### src/rtl/ldt_pkg.sv
package ldt_pkg;
  // BCD encoding of v, 16 digits, units in the low nibble
  function automatic logic [63:0] to_bcd(input int unsigned v);
    logic [63:0] r;
    int unsigned t;
    r = '0;
    t = v;
    for (int i = 0; i < 16; i++) begin
      r[i*4 +: 4] = 4'(t % 10);
      t = t / 10;
    end
    return r;
  endfunction
endpackage

### src/rtl/ldt_decade.sv
module ldt_decade (
  input  logic       clk_i,
  input  logic       rst_ni,
  input  logic       clr_i,
  input  logic       inc_i,
  output logic [3:0] digit_o
);
  logic [3:0] q;

  always_ff @(posedge clk_i or negedge rst_ni) begin
    if (!rst_ni)            q <= '0;
    else if (clr_i)         q <= '0;
    else if (inc_i)         q <= (q == 4'd9) ? 4'd0 : q + 4'd1;
  end

  assign digit_o = q;
endmodule

### src/rtl/ldt_match.sv
module ldt_match #(
  parameter int unsigned DW = 24,
  parameter logic [DW-1:0] TGT = '0
) (
  input  logic          clk_i,
  input  logic          rst_ni,
  input  logic          clr_i,
  input  logic [DW-1:0] digits_i,
  output logic          at_tgt_o,
  output logic          match_q_o
);
  assign at_tgt_o = (digits_i == TGT);

  // registered so the one-shot sees no ripple
  always_ff @(posedge clk_i or negedge rst_ni) begin
    if (!rst_ni)      match_q_o <= 1'b0;
    else if (clr_i)   match_q_o <= 1'b0;
    else              match_q_o <= at_tgt_o;
  end
endmodule

### src/rtl/ldt_oneshot.sv
module ldt_oneshot #(
  parameter int unsigned PULSE_CYCLES = 100
) (
  input  logic clk_i,
  input  logic rst_ni,
  input  logic clr_i,
  input  logic trig_i,
  output logic pulse_o,
  output logic done_o
);
  localparam int unsigned CW = (PULSE_CYCLES < 2) ? 1 : $clog2(PULSE_CYCLES);

  logic          trig_d;
  logic          active;
  logic [CW-1:0] cnt;
  logic          fire;

  assign fire = trig_i & ~trig_d & ~active & ~done_o;

  always_ff @(posedge clk_i or negedge rst_ni) begin
    if (!rst_ni) begin
      trig_d <= 1'b0;
      active <= 1'b0;
      done_o <= 1'b0;
      cnt    <= '0;
    end else if (clr_i) begin
      trig_d <= 1'b0;
      active <= 1'b0;
      done_o <= 1'b0;
      cnt    <= '0;
    end else begin
      trig_d <= trig_i;
      if (fire) begin
        active <= 1'b1;
        cnt    <= '0;
      end else if (active) begin
        if (cnt == CW'(PULSE_CYCLES - 1)) begin
          active <= 1'b0;
          done_o <= 1'b1;
        end else begin
          cnt <= cnt + 1'b1;
        end
      end
    end
  end

  assign pulse_o = active;
endmodule

### src/rtl/long_delay_timer.sv
module long_delay_timer #(
  parameter int unsigned NUM_DIGITS   = 6,
  parameter int unsigned TARGET       = 604800,
  parameter int unsigned PULSE_CYCLES = 100
) (
  input  logic                    clk_i,
  input  logic                    rst_ni,
  input  logic                    tick_i,
  input  logic                    clear_i,
  input  logic                    arm_i,
  output logic                    release_o,
  output logic                    done_o,
  output logic [4*NUM_DIGITS-1:0] digits_o
);
  localparam int unsigned DW = 4 * NUM_DIGITS;
  localparam logic [63:0] TGT_ALL = ldt_pkg::to_bcd(TARGET);
  localparam logic [DW-1:0] TGT_BCD = TGT_ALL[DW-1:0];

  logic                  run_q;
  logic                  at_tgt;
  logic                  match_q;
  logic [NUM_DIGITS-1:0] inc;

  always_ff @(posedge clk_i or negedge rst_ni) begin
    if (!rst_ni)      run_q <= 1'b0;
    else if (clear_i) run_q <= 1'b0;
    else if (arm_i)   run_q <= 1'b1;
  end

  assign inc[0] = tick_i & run_q & ~at_tgt & ~done_o;

  for (genvar k = 0; k < NUM_DIGITS; k++) begin : g_dec
    ldt_decade u_dec (
      .clk_i  (clk_i),
      .rst_ni (rst_ni),
      .clr_i  (clear_i),
      .inc_i  (inc[k]),
      .digit_o(digits_o[k*4 +: 4])
    );
    if (k < NUM_DIGITS - 1) begin : g_carry
      assign inc[k+1] = inc[k] & (digits_o[k*4 +: 4] == 4'd9);
    end
  end

  ldt_match #(.DW(DW), .TGT(TGT_BCD)) u_match (
    .clk_i    (clk_i),
    .rst_ni   (rst_ni),
    .clr_i    (clear_i),
    .digits_i (digits_o),
    .at_tgt_o (at_tgt),
    .match_q_o(match_q)
  );

  ldt_oneshot #(.PULSE_CYCLES(PULSE_CYCLES)) u_shot (
    .clk_i  (clk_i),
    .rst_ni (rst_ni),
    .clr_i  (clear_i),
    .trig_i (match_q),
    .pulse_o(release_o),
    .done_o (done_o)
  );
endmodule

### config.mk
export PLATFORM = sky130hd
export DESIGN_NAME = long_delay_timer
export DESIGN_NICKNAME = d
export VERILOG_FILES = /design/src/rtl/ldt_pkg.sv /design/src/rtl/ldt_decade.sv /design/src/rtl/ldt_match.sv /design/src/rtl/ldt_oneshot.sv /design/src/rtl/long_delay_timer.sv
export SDC_FILE = /design/constraint.sdc
export NUM_CORES = 1
export LEC_CHECK = 0
export ABC_AREA = 1
export BUFFER_PORTS_ARGS = -buffer_cell sky130_fd_sc_hd__buf_2
export CORE_AREA = 3 3 78 80
export DETAILED_ROUTE_END_ITERATION = 8
export DIE_AREA = 0 0 81 83
export PLACE_DENSITY_LB_ADDON = 0.3
export SYNTH_ARGS = -nofsm -noshare
export SYNTH_HDL_FRONTEND = slang
export SYNTH_SLANG_ARGS = --single-unit
### constraint.sdc
create_clock -name clk_i -period 2.2 [get_ports clk_i]
set_clock_uncertainty 0.05 [all_clocks]
set_input_delay 0 -clock clk_i [delete_from_list [all_inputs] [get_ports clk_i]]
set_output_delay 0 -clock clk_i [all_outputs]
set_load 0.005 [all_outputs]
=== Yosys cells after proc, flatten, opt, wreduce, memory -nomap -nowiden ===
Cells that the tools add are included.

* Bits in registers: 36
* Output and inout bits: 26
* Bits of input ports: 5
* Word-level logic and storage cells: 90

* Mux-type cells: 34
* Reduce and logical (&&, ||, !) cells: 12
* Bitwise gates (word level): 15
* $add $sub $neg: 7
* Eq/ne operators: 10

{| class="wikitable"
|+ Operators by type and width
! cell !! count
|-
| 4-bit two-way mux || 18
|-
| 7-bit two-way mux || 4
|-
| 4-bit by 1-bit adder with 4-bit output, second input constant || 6
|-
| 24-bit by 23-bit equality test with 1-bit output, second input constant || 1
|-
| 4-bit equality test, second input constant || 6
|-
| 2-bit nonzero test || 9
|-
| 1-bit two-way mux || 12
|-
| 1-bit AND || 11
|-
| 7-bit by 1-bit adder with 7-bit output, second input constant || 1
|-
| 7-bit equality test, second input constant || 1
|-
| 1-bit NOT || 4
|-
| 3-bit by 2-bit != test with 1-bit output, second input constant || 1
|-
| 3-bit AND reduction || 1
|-
| 3-bit nonzero test || 1
|-
| 2-bit != test, second input constant || 1
|-
| 2-bit AND reduction || 1
|}

=== Longest topological paths before layout ===
* Depth in word-level cells: 11
* Mapped depth: 13
* Mapped depth without buffers: 13

=== Hierarchy ===
From an unflattened synthesis, not the netlist that was laid out.

* Cell total of the unflattened synthesis: 363
* Area total of the unflattened synthesis: 2,431.1 µm²

{| class="wikitable"
|+ Modules (own cells, without submodules)
! module !! instances !! cells each !! seq. area each (µm²) !! area an instance (µm²)
|-
| ldt_decade (g_dec[1].u_dec ...) || 5 || 39 || 100.1 || 264.0
|-
| ldt_oneshot || 1 || 74 || 250.2 || 583.1
|-
| ldt_decade (g_dec[0].u_dec) || 1 || 28 || 100.1 || 209.0
|-
| long_delay_timer || 1 || 37 || 25.0 || 187.7
|-
| ldt_match || 1 || 29 || 25.0 || 131.4
|}

=== Worst setup path after synthesis ===
Ideal clock, no wire load.

* Kind: register -> register
* From: reg g_dec[0].u_dec.q[0]
* To: reg g_dec[1].u_dec.q[3]
* Data arrival time: 1.514 ns
* Cell stages (with the launch flop): 11
* Setup slack: 0.515 ns
* Clock period less this slack: 1.685 ns
* Data required time: 2.029 ns
* Path buffers: 0
* Setup time: 0.121 ns
* Path through: dfrtp_1 > inv_1 > ha_1 > nand2_1 > nor3_1 > nand3_4 > nand3_4 > nand2_2 > nand2_2 > xor2_1 > nor2_1

* Longest elaborated chain between the ends: 6
* Elaborated cells between the ends (all ways): 7
* Those cells by class: eq/ne (2); bitwise (4); reduce/logical (1)

{| class="wikitable"
|+ Ends and longest elaborated chain
! element !! line !! RTL
|-
| start: declaration || ldt_decade.sv:8 || <nowiki>logic [3:0] q;</nowiki>
|-
| start signal: assignment || ldt_decade.sv:13 || <nowiki>else if (inc_i) q <= (q == 4'd9) ? 4'd0 : q + 4'd1;</nowiki>
|-
| 24-bit by 23-bit equality test with 1-bit output || ldt_match.sv:12 || <nowiki>assign at_tgt_o = (digits_i == TGT);</nowiki>
|-
| 1-bit NOT || long_delay_timer.sv:30 || <nowiki>assign inc[0] = tick_i & run_q & ~at_tgt & ~done_o;</nowiki>
|-
| 1-bit AND (2 in a row) || long_delay_timer.sv:30 ||
|-
| 1-bit AND (*) || long_delay_timer.sv:41 || <nowiki>assign inc[k+1] = inc[k] & (digits_o[k*4 +: 4] == 4'd9);</nowiki>
|-
| 2-bit nonzero test (no line) (*) || - ||
|-
| end signal: assignment || ldt_decade.sv:13 ||
|-
| end: declaration || ldt_decade.sv:8 ||
|}

Every way passes the cells marked *; elsewhere a longest branch is shown, timed or not.
A chain may end at the register's enable or synchronous reset.

=== Final worst setup path ===
Ends and elaborated chain as after synthesis.

==> metrics.txt <==
status finished clean; Worst Path Arrival approximately 2000 ps; CTS Buffer Depth 2; Mapped Area approximately 0.0022 mm2; Setup Viol. Count Final 0; largest net degree at the start of global routing 37; Fmax achieved roughly 530 MHz; diode count 0; Mapped Cells 250; Post-synth EDFFs 0; CP peak stage delay ~450 ps; port bufs 30; reg2reg start g_dec[0].u_dec.digit_o[0]; area fraction of the dominant cell type after synthesis 0.418; final hold viol count 0; final instance area 0.00250 mm2; Core ar. between 0.005 and 0.006 mm2; Skew-Pair Late Insertion Delay 280 ps; final total power about 1.3 mW; area grow syn2layout 16.0%; worst-path cell chain inv_1 > ha_1 > nand2_1 > nor3_1 > nand3_4 > nand3_4 > nand2_2 > nand2_2 > xor2_1 > nor2_1; maximum vdd ir drop 289 uV; DRT Pass-1 Iters 5; Async SR Flop Fraction 1.00; reg2reg path depth 10; final WL about 4.4 mm; Worst Hold Path EP u_shot.done_o; final setup TNS 0 ps; slew margin rel. 0.459; PD cells between 500 and 600 mW/mm2; GRT Total Usage 0.141; number of antenna violations at the first check in global routing 0; Rows 27; die width ~81 um; drt wl/cell roughly 12 um; Iter 0 DRT Violations slightly above 100; mean area per synthesized cell roughly 8.6 um2; setup ws final approximately 310 ps; CP top delay family simple AND/OR/NAND/NOR gates; CTS buffer count 5; Pleak around 1.2 nW; most common cell in the netlist dfrtp_1; Num Clock Sinks 36; CTS root buf clkbuf_8; aggregate global routing overflow 0; Final period util 0.857; Post-CTS Resized 0; synth unique cells 31; Die ar. 0.00672 mm2; largest cells by area after synthesis dfrtp_1 42%, ha_1 7.6%, nand3_1 6.5%; Final #Nets between 300 and 400; post-synthesis sequential element count 36; Hold Path Origin clear_i; layout cell share with drive strength beyond 1 0.216; Tmin final 1890 ps; CTS tree built; Initial Util 0.393; gpl congestion roughly 0.8; critical path class flip-flop to flip-flop; DPL Wire Length 3.27 mm; vias in the first global route 1623; r2r setup slk between 300 and 400 ps; biggest area consumer among synthesized cells dfrtp_1; syn_nets around 270; routed vias/inst roughly 4.9; Die Ht around 83 um; Worst-Margin Slew 812 ps; Synth top cells by count 36 x dfrtp_1, 33 x inv_1, 29 x nand2_1, 28 x nand3_1, 23 x nor2_1; area post-placement between 0.002 and 0.0025 mm2; HP Class primary input to flip-flop; first-pass GRT wire length 7.58 mm; Worst setup SP type flip-flop; H-tree Lvls 2; critical path capture point type flip-flop; post-route DRC violation count 0; Crit path depth 10; Worst-path clk slew approximately 70 ps; Synth Flop Type dfrtp_1; register area share after synthesis 0.418; num ports 31; synth warn 0; max-cap violation count 0; vias roughly 1800; Worst path slowest cell dfrtp_1; FF-to-FF End g_dec[1].u_dec.digit_o[3]; setup slack at placement around 340 ps; hold path cells 2; Post-DRT Antenna Nets 0; Final Max Tran Viols 0; Worst Path Max Fanout 6; RSZ-0062 raised after global routing no; Req. time, crit path between 2000 and 2500 ps; Bufs and invs on worst path 1
==> metrics by stage <==
step                cells  utilization  hold WS (ps)
finish                359        0.457          7.01
global route          359        0.457          11.7
CTS                   359        0.457          4.82
detailed placement    350        0.435          94.1
global placement      350        0.435          89.3
floorplan             250            -          -346
==> cell families (layout without fill, tap and decap cells) <==
kind of cell             after synthesis  in the layout  share of synthesized area
XOR/XNOR                              11             11                     0.0447
AO/OA/AOI/OAI                         30             30                     0.0773
flip-flops                            36             36                      0.418
buffers and inverters                 42             79                     0.0767
adder cells (fa/ha/maj)               13             13                     0.0755
multiplexers                           1              1                    0.00465
AND/OR/NAND/NOR                      117            117                      0.303
==> layout make-up <==
class / instances / area [um2]
sequential: 36 / 901
tap: 72 / 90.1
clock buffer: 7 / 96.3
fill: 539 / 2970
multi-input combinational: 172 / 1090
timing repair buffer: 33 / 178
inverter: 39 / 146
==> timing repair <==
| item | in CTS | in global routing |
|---|---|---|
| hold buffers | 2 | 0 |
| buffers inserted | 0 | 0 |
| hold endpoints to repair | 37 | 0 |
==> report_power, final <==
part           switching, mW  leakage [nW]  internal, mW
Sequential            0.0177         0.497         0.674
Clock                  0.218        0.0503         0.279
Combinational         0.0774         0.643        0.0380
==> cells in the final DEF, fill, tap and decap left out, drive strengths merged <==
| cell | instances |
|---|---|
| a21oi | 6 |
| buf | 31 |
| clkbuf | 7 |
| clkinv | 1 |
| dfrtp | 36 |
| dlygate4sd3 | 2 |
| ha | 13 |
| inv | 38 |
| mux2i | 1 |
| nand2 | 34 |
| nand3 | 31 |
| nand4 | 11 |
| nor2 | 30 |
| nor3 | 11 |
| o21a | 1 |
| o21ai | 17 |
| o22ai | 5 |
| o32ai | 1 |
| xnor2 | 3 |
| xor2 | 8 |
==> state kept, by name, indices dropped and copies added (netlist names) <==
register / cells
run_q: 1
g_dec.u_dec.digit_o: 24
u_shot.trig_d: 1
u_match.match_q_o: 1
u_shot.pulse_o: 1
u_shot.cnt: 7
u_shot.done_o: 1
==> worst max-delay path by stage <==
stage                                         start                         to  slack (ps)
after CTS                 g_dec[0].u_dec.digit_o[0]  g_dec[1].u_dec.digit_o[3]         320
after floorplan           g_dec[0].u_dec.digit_o[0]  g_dec[1].u_dec.digit_o[3]         520
after detailed placement  g_dec[0].u_dec.digit_o[0]  g_dec[4].u_dec.digit_o[0]         340
after global placement    g_dec[0].u_dec.digit_o[0]  g_dec[4].u_dec.digit_o[0]         350
final                     g_dec[0].u_dec.digit_o[0]  g_dec[1].u_dec.digit_o[3]         310
after global routing      g_dec[0].u_dec.digit_o[1]  g_dec[5].u_dec.digit_o[2]         100
==> per-layer routing <==
| layer | share of wire | GRT usage | up-vias |
|---|---|---|---|
| li1 | - | - | 907 |
| met5 | 0 | 0 | - |
| met4 | 0.013 | 0.0476 | 0 |
| met2 | 0.45 | 0.215 | 30 |
| met3 | 0.037 | 0.0336 | 5 |
| met1 | 0.50 | 0.195 | 819 |
No activity file was read; power rests on OpenSTA's default activity.
